File: src/rtl/udma_tx_pkg.sv
package udma_tx_pkg;

    typedef enum logic [2:0] {
        ST_IDLE,
        ST_REQUEST,
        ST_STREAM,
        ST_SETTLE,
        ST_RELEASE
    } tx_state_t;

endpackage

File: src/rtl/udma_tx_gap_timer.sv
module udma_tx_gap_timer #(
    parameter int LIMIT = 4
) (
    input  logic clk,
    input  logic rst_n,
    input  logic load,
    output logic expire
);
    localparam int W = $clog2(LIMIT + 1);

    logic [W-1:0] cnt;

    always_ff @(posedge clk or negedge rst_n) begin
        if (!rst_n) begin
            cnt <= '0;
        end else if (load) begin
            cnt <= W'(LIMIT);
        end else if (cnt != '0) begin
            cnt <= cnt - 1'b1;
        end
    end

    // high in the last cycle of the window; the owner moves on at the next edge
    assign expire = (cnt == W'(1));

endmodule

File: src/rtl/udma_tx_word_stage.sv
module udma_tx_word_stage #(
    parameter int DATA_W = 16
) (
    input  logic              clk,
    input  logic              rst_n,
    input  logic              take,
    input  logic              fire,
    input  logic [DATA_W-1:0] in_data,
    input  logic              in_last,
    output logic [DATA_W-1:0] word_q,
    output logic              loaded,
    output logic              last_pend,
    output logic              strobe_q
);
    // a word is placed on the bus one edge before the strobe toggle that marks it
    always_ff @(posedge clk or negedge rst_n) begin
        if (!rst_n) begin
            word_q    <= '0;
            loaded    <= 1'b0;
            last_pend <= 1'b0;
            strobe_q  <= 1'b0;
        end else if (take) begin
            word_q    <= in_data;
            loaded    <= 1'b1;
            last_pend <= in_last;
        end else if (fire) begin
            strobe_q  <= ~strobe_q;
            loaded    <= 1'b0;
        end
    end

endmodule

File: src/rtl/udma_burst_tx.sv
module udma_burst_tx
    import udma_tx_pkg::*;
#(
    parameter int DATA_W = 16,
    parameter int T_RFS  = 3,
    parameter int T_SS   = 4,
    parameter int T_AZ   = 2
) (
    input  logic              clk,
    input  logic              rst_n,
    input  logic              fifo_valid,
    input  logic [DATA_W-1:0] fifo_data,
    input  logic              fifo_last,
    output logic              fifo_pop,
    input  logic              host_rdy,
    input  logic              host_stop,
    output logic              dma_req,
    output logic              data_strobe,
    output logic [DATA_W-1:0] bus_data,
    output logic              bus_oe
);
    localparam bit EARLY_RELEASE = (T_AZ == 0);

    tx_state_t state, state_n;
    logic      rdy_ok;
    logic      loaded, last_pend;
    logic      take, fire;
    logic      settle_done;
    logic      oe_q;

    // host ready path: a register stage when the pause window allows it
    generate
        if (T_RFS >= 2) begin : g_rdy_reg
            logic rdy_q;
            always_ff @(posedge clk or negedge rst_n) begin
                if (!rst_n) rdy_q <= 1'b0;
                else        rdy_q <= host_rdy;
            end
            assign rdy_ok = rdy_q;
        end else begin : g_rdy_direct
            assign rdy_ok = host_rdy;
        end
    endgenerate

    assign take = (state == ST_STREAM) && !loaded && fifo_valid;
    assign fire = (state == ST_STREAM) && loaded && rdy_ok;

    // state register
    always_ff @(posedge clk or negedge rst_n) begin
        if (!rst_n) state <= ST_IDLE;
        else        state <= state_n;
    end

    always_comb begin
        state_n = state;
        unique case (state)
            ST_IDLE:    if (fifo_valid)             state_n = ST_REQUEST;
            ST_REQUEST: if (rdy_ok && !host_stop)   state_n = ST_STREAM;
            ST_STREAM:  if (fire && last_pend)      state_n = ST_SETTLE;
            ST_SETTLE:  if (settle_done)            state_n = ST_RELEASE;
            ST_RELEASE: if (host_stop && !oe_q)     state_n = ST_IDLE;
            default:                                state_n = ST_IDLE;
        endcase
    end

    // output process: bus enable
    always_ff @(posedge clk or negedge rst_n) begin
        if (!rst_n) begin
            oe_q <= 1'b0;
        end else if (state == ST_REQUEST && state_n == ST_STREAM) begin
            oe_q <= 1'b1;
        end else if (EARLY_RELEASE ? (state_n == ST_RELEASE) : (state == ST_RELEASE)) begin
            oe_q <= 1'b0;
        end
    end

    udma_tx_word_stage #(.DATA_W(DATA_W)) i_word (
        .clk       (clk),
        .rst_n     (rst_n),
        .take      (take),
        .fire      (fire),
        .in_data   (fifo_data),
        .in_last   (fifo_last),
        .word_q    (bus_data),
        .loaded    (loaded),
        .last_pend (last_pend),
        .strobe_q  (data_strobe)
    );

    udma_tx_gap_timer #(.LIMIT(T_SS)) i_settle (
        .clk    (clk),
        .rst_n  (rst_n),
        .load   (fire && last_pend),
        .expire (settle_done)
    );

    assign fifo_pop = take;
    assign dma_req  = (state == ST_REQUEST) || (state == ST_STREAM) || (state == ST_SETTLE);
    assign bus_oe   = oe_q;

endmodule

File: config.mk
export PLATFORM = sky130hd
export DESIGN_NAME = udma_burst_tx
export DESIGN_NICKNAME = d
export VERILOG_FILES = /design/src/rtl/udma_tx_pkg.sv /design/src/rtl/udma_tx_gap_timer.sv /design/src/rtl/udma_tx_word_stage.sv /design/src/rtl/udma_burst_tx.sv
export SDC_FILE = /design/constraint.sdc
export NUM_CORES = 1
export LEC_CHECK = 0
export ABC_AREA = 1
export BUFFER_PORTS_ARGS = -buffer_cell sky130_fd_sc_hd__buf_2
export CORE_UTILIZATION = 49
export CTS_CLUSTER_SIZE = 10
export DETAILED_ROUTE_END_ITERATION = 10
export PLACE_DENSITY = 0.76
export SETUP_SLACK_MARGIN = 0.3
export SLEW_MARGIN = 40
export SYNTH_ARGS = -nofsm -noshare
export SYNTH_HDL_FRONTEND = slang
export SYNTH_SLANG_ARGS = --single-unit
File: constraint.sdc
create_clock -name clk -period 1.25 [get_ports clk]
set_input_delay 0.0625 -clock clk [delete_from_list [all_inputs] [get_ports clk]]
set_output_delay 0.0625 -clock clk [all_outputs]
set_load 0.01 [all_outputs]
# ---- Word-level counts from Yosys, hierarchy flattened
# Index checks and enable logic that the tools add are counted.
dict set report classes {
  n_addsub 1
  eq_ne 6
  bitwise_logic 2
  muxes 12
  n_reduce_logical 19
}
# cell n
set op_table {}
lappend op_table {{$mux W3} 7}
lappend op_table {{$pmux W3 S5} 1}
lappend op_table {{$eq A3 B2 Y1 const B} 3}
lappend op_table {{$logic_and A1 B1 Y1} 8}
lappend op_table {{$eq A3 B1 Y1 const B} 2}
lappend op_table {{$reduce_bool A2 Y1} 3}
lappend op_table {{$mux W1} 4}
lappend op_table {{$eq A3 B3 Y1 const B} 1}
lappend op_table {{$logic_not A1 Y1} 3}
lappend op_table {{$logic_not A3 Y1} 1}
lappend op_table {{$reduce_bool A3 Y1} 1}
lappend op_table {{$sub A3 B1 Y3 const B} 1}
lappend op_table {{$logic_or A1 B1 Y1} 2}
lappend op_table {{$not A1 Y1} 2}
lappend op_table {{$reduce_and A2 Y1} 1}
dict set report word_totals {
  input_bits 22
  regBits 27
  out_inout_bits 20
}

# ---- Longest topological paths before layout
dict set report depth {
  word_depth 9
  ltp_mapped 8
  mapped_depth_nobuf 8
}

# ---- Hierarchy
# Synthesis repeated with hierarchy kept, for this count alone.
dict set report unflattened {
  hier_cells 144
  hier_area_um2 1229.9
}
# mod cells_per_inst area_per_inst_um2 seq_area_each_um2 n_inst
set modules_own_cells {}
lappend modules_own_cells {udma_tx_word_stage 82 745.7 475.5 1}
lappend modules_own_cells {udma_burst_tx 37 290.3 125.1 1}
lappend modules_own_cells {udma_tx_gap_timer 25 193.9 75.1 1}

# ---- Worst setup path after synthesis
# OpenSTA, ideal clock, no wires.
dict set report synth_timing {
  path_kind {reg2reg}
  startpoint {register state[2]}
  endpoint {register i_word.strobe_q}
  slack_ps 150
  arrival_ps 984
  n_path_buf 1
  path_stages_with_launch 8
  t_required_ps 1133
  path_cell_list {dfrtp_1 -> inv_1 -> nand2_1 -> nor2_2 -> buf_6 -> nand2_1 -> nand2_1 -> nand2_1}
}
dict set report synth_via {
  elab_chain_cells 5
  elab_cells_between_ends 7
}
# element line_no
set synth_lines {}
lappend synth_lines {{start: declaration} udma_burst_tx.sv:24} ;# tx_state_t state, state_n;
lappend synth_lines {{start signal: assignment} udma_burst_tx.sv:51} ;# else state <= state_n;
lappend synth_lines {{$eq A3 B2 Y1 (*)} {udma_burst_tx.sv:45, udma_burst_tx.sv:46}}
lappend synth_lines {{$logic_and A1 B1 Y1 (2 in series)} udma_burst_tx.sv:45} ;# assign take = (state == ST_STREAM) && !loaded && fifo_valid;
lappend synth_lines {{$not A1 Y1 (no source line)} --}
lappend synth_lines {{$reduce_and A2 Y1 (no source line) (*)} --}
lappend synth_lines {{end signal: assignment} udma_tx_word_stage.sv:27} ;# strobe_q <= ~strobe_q;
lappend synth_lines {{end: declaration} udma_tx_word_stage.sv:13} ;# output logic strobe_q
# Every way passes the cells marked *; elsewhere a longest branch is shown, timed or not.
# A chain may end at the register's enable or synchronous reset.

# ---- Worst setup path after layout
dict set report layout_timing {
  startpoint {register state[2]}
  endpoint {register i_word.loaded}
}
dict set report layout_via {
  elab_chain_cells 4
  elab_cells_between_ends 7
}
# element line_no
set layout_lines {}
lappend layout_lines {{$eq A3 B2 Y1 (*)} {udma_burst_tx.sv:45, udma_burst_tx.sv:46}}
lappend layout_lines {{$logic_and A1 B1 Y1 (on tied branches) (2 in series)} {udma_burst_tx.sv:45, udma_burst_tx.sv:46}}
lappend layout_lines {{$mux W1 or $reduce_bool A2 Y1 (tied branches)} --}
lappend layout_lines {{end signal: assignment} udma_tx_word_stage.sv:19} ;# loaded <= 1'b0;
lappend layout_lines {{end signal: assignment} udma_tx_word_stage.sv:24} ;# loaded <= 1'b1;
lappend layout_lines {{end signal: assignment} udma_tx_word_stage.sv:28} ;# loaded <= 1'b0;
lappend layout_lines {{end: declaration} udma_tx_word_stage.sv:11} ;# output logic loaded,
# Marked as above.

==> impl_metrics.py <==
metrics = {
    "finish": {
        "finalNonFillerCells": 257,
        "diodes": 0,
        "final_layout_size_suffix_gt1_frac": 0.410,
        "area_growth_pct": 57.0,
        "final_core_util": 0.810,
        "final_nets": 253,
    },
    "cts": {
        "clock_path_buffers": 2,
        "clock_sinks": 27,
        "clk_latency_ps": 320,
        "cts_tree": "yes",
        "cts-buffers-inserted": 3,
        "root_buffer": "clkbuf_4",
        "path_clk_slew_ps": 140,
        "htree_num_levels": 1,
    },
    "detailed_routing": {
        "met3_length_um": 209,
        "drt-met1-wl_mm": 1.48,
        "ant_nets": 0,
        "drtIter0Drc": 31,
        "viasPerCell": 5.23,
        "wl_met2_mm": 1.90,
        "wirelength_mm": 3.64,
        "drtPass1Iterations": 4,
        "vias": 1344,
        "wl_per_cell_um": 14.2,
        "top_layer_used": "met4",
        "drcViolationCount": 0,
    },
    "power": {
        "peakVddDrop_uv": 1620,
        "p_leak_nw": 1.08,
        "power_density_mw_per_mm2": 2220,
    },
    "sta": {
        "fin_crit_ps": 1280,
        "finClkSkew_ps": 3.35,
        "max_freq_mhz": 782,
        "finalCritPeriodShare": 1.02,
        "fin_ws_ps": -29.2,
        "slew_headroom": 0.600,
        "fin_setup_tns_ps": -76.4,
        "final_hold_viol_count": 0,
        "finalSetupViolations": 3,
        "tightest_slew_ps": 600,
        "rsz0062_at_grt": "yes",
        "final_max_slew_viol_count": 0,
    },
    "global_routing": {
        "grt_overflow": 0,
        "antenna_found_initial": 0,
        "grt_start_max_net_pins": 28,
        "track_usage": 0.263,
        "grt_first_pass_wirelength_mm": 5.31,
        "grt_pass1_vias": 1275,
    },
    "synth": {
        "synth_area_leader_cell": "dfrtp_1",
        "synth_top_cell_area_share": 0.534,
        "netlist_instances": 148,
        "synthSimpleGateAreaFrac": 0.341,
        "ys_seq_area_frac": 0.534,
        "synth_xor_area_frac": 0,
        "synth_top_family_by_area": "simple AND/OR/NAND/NOR gates",
        "synth_seq_cells": 27,
        "avgSynthCellArea_um2": 8.56,
        "synth_compound_area_frac": 0.0158,
        "netlist_top_cells_area": "dfrtp_1 (53%), nand2_1 (17%), nand4_1 (8.4%)",
        "yosysWarnings": 0,
        "synth_mux_area_frac": 0,
        "synthDistinctLibCells": 18,
        "synth-adder-area-share": 0.0296,
        "syn_nets": 173,
        "syn-cell-area_mm2": 0.00127,
    },
    "setup_path": {
        "worst_ep_arrival_time_ps": 1510,
        "cp_num_buf_inv": 2,
        "critPathLaunchType": "register",
        "endpoint_kind": "register",
        "critPathKind": "register to register",
        "cp.required_ps": 1480,
        "slowest_delay_ps": 480,
        "crit_chain": "inv_2 > nand2_4 > nor2_4 > buf_6 > nand2_4 > nand2_1 > nand2_1",
        "slowest_stage": "dfrtp_2",
        "crit_family": "flip-flops",
        "crit_path_max_fanout": 6,
    },
    "placement": {
        "port_buffers": 41,
        "routabilityCongestion": 0.804,
        "post-dp-hpwl_mm": 1.94,
        "dp.cells": 217,
    },
    "die": {
        "ios": 42,
        "die_area_mm2": 0.00279,
        "start_util": 0.516,
        "core_mm2": 0.00245,
        "rows": 18,
        "dieWidth_um": 52.8,
        "die_y_um": 52.8,
    },
    "worst_hold_path": {
        "hp-class": "primary input to register",
    },
    "job": {
        "cap_violations": 0,
    },
    "status": {
        "status": "complete, but fails checks",
        "violations": "setup timing",
    },
}
worst register-to-register path: stages (launching register included):
cell	delay, ps
dfrtp_2	480
inv_2	110
nand2_4	60
nor2_4	230
buf_6	170
nand2_4	50
nand2_1	60
nand2_1	40
metrics by stage:
step / area, µm² / total power, mW / setup WS, ps / hold slack [ps]
final: 1990 / 4.42 / -29.2 / 51.1
after global routing: 1990 / 4.73 / -96.2 / 50.8
after CTS: 1920 / 4.12 / -4.10 / 51.0
after detailed placement: 1500 / 3.16 / 46.8 / 102
after global placement: 1500 / 3.07 / 87.9 / 92.1
after floorplan: 1270 / 2.60 / 168 / -233
where the power goes:
group          leakage (nW)  switching, mW  total, mW  internal (mW)
clock network        0.0150          0.255      0.380          0.125
registers             0.332          0.294       1.54           1.25
logic                 0.729           1.34       2.50           1.17
registers in the layout (all words and copies together), names as in the netlist:
signal and count:
i_word.last_pend 1, i_settle.cnt 3, state 3, bus_oe 1, i_word.loaded 1, g_rdy_reg.rdy_q 1, i_word.word_q 16, i_word.strobe_q 1
final timing paths:
path	from	endpoint	slack (ps)	cells past startpoint
max	state[2]	i_word.loaded	-30	7
min	host_stop	bus_oe	50	4
max reg2reg	state[2]	i_word.loaded	-30	7
min reg2reg	i_word.word_q[2]	i_word.word_q[2]	500	2
max in group asynchronous	rst_n	state[2]	570	2
min in group asynchronous	rst_n	bus_oe	260	2
synthesized netlist by cell type:
cell type	n
buf_2	3
a21oi_1	1
nor3_1	1
nand4_1	17
nor2_4	1
nand3b_1	1
nand3_1	6
buf_4	1
inv_1	13
o21ai_0	3
ha_1	3
nor2_2	1
buf_6	2
nand4_4	1
nor2_1	9
nand2_1	56
dfrtp_1	27
inv_2	2
repair_timing:
item,CTS,global route
setup buffers,12,3
resized for setup,28,13
endpoints found under the setup margin,32,46
hold buffers,19,0
cloned,2,0
endpoints found under the hold margin,45,0
pin swaps,11,13
layer usage:
metal | up-vias | global-route usage
li1 | 636 | -
met1 | 649 | 0.310
met2 | 52 | 0.473
met3 | 7 | 0.0377
met4 | 0 | 0.105
met5 | - | 0
kinds of logic after synthesis:
kind of cell,count (synthesis)
AO/OA/AOI/OAI,4
flip-flops,27
buffers and inverters,21
adder cells (fa/ha/maj),3
AND/OR/NAND/NOR,93
layout make-up:
type / instances / area [µm²]
sequential: 27 / 677
fill: 143 / 467
inverter: 15 / 58.8
multi-input combinational: 100 / 583
tap: 30 / 37.5
timing repair buffer: 81 / 606
clock buffer: 4 / 26.3
placed cells by master, fill, tap and decap left out, drive strengths merged:
cell type	netlist	routed
buf	6	62
a21oi	1	1
nand4	18	18
clkbuf	0	4
nand3	6	6
nor2	11	11
nand3b	1	1
dfrtp	27	27
inv	15	15
ha	3	3
nand2	56	56
nor3	1	1
dlygate4sd3	0	19
o21ai	3	3
Power figures use the tool's default switching activity.
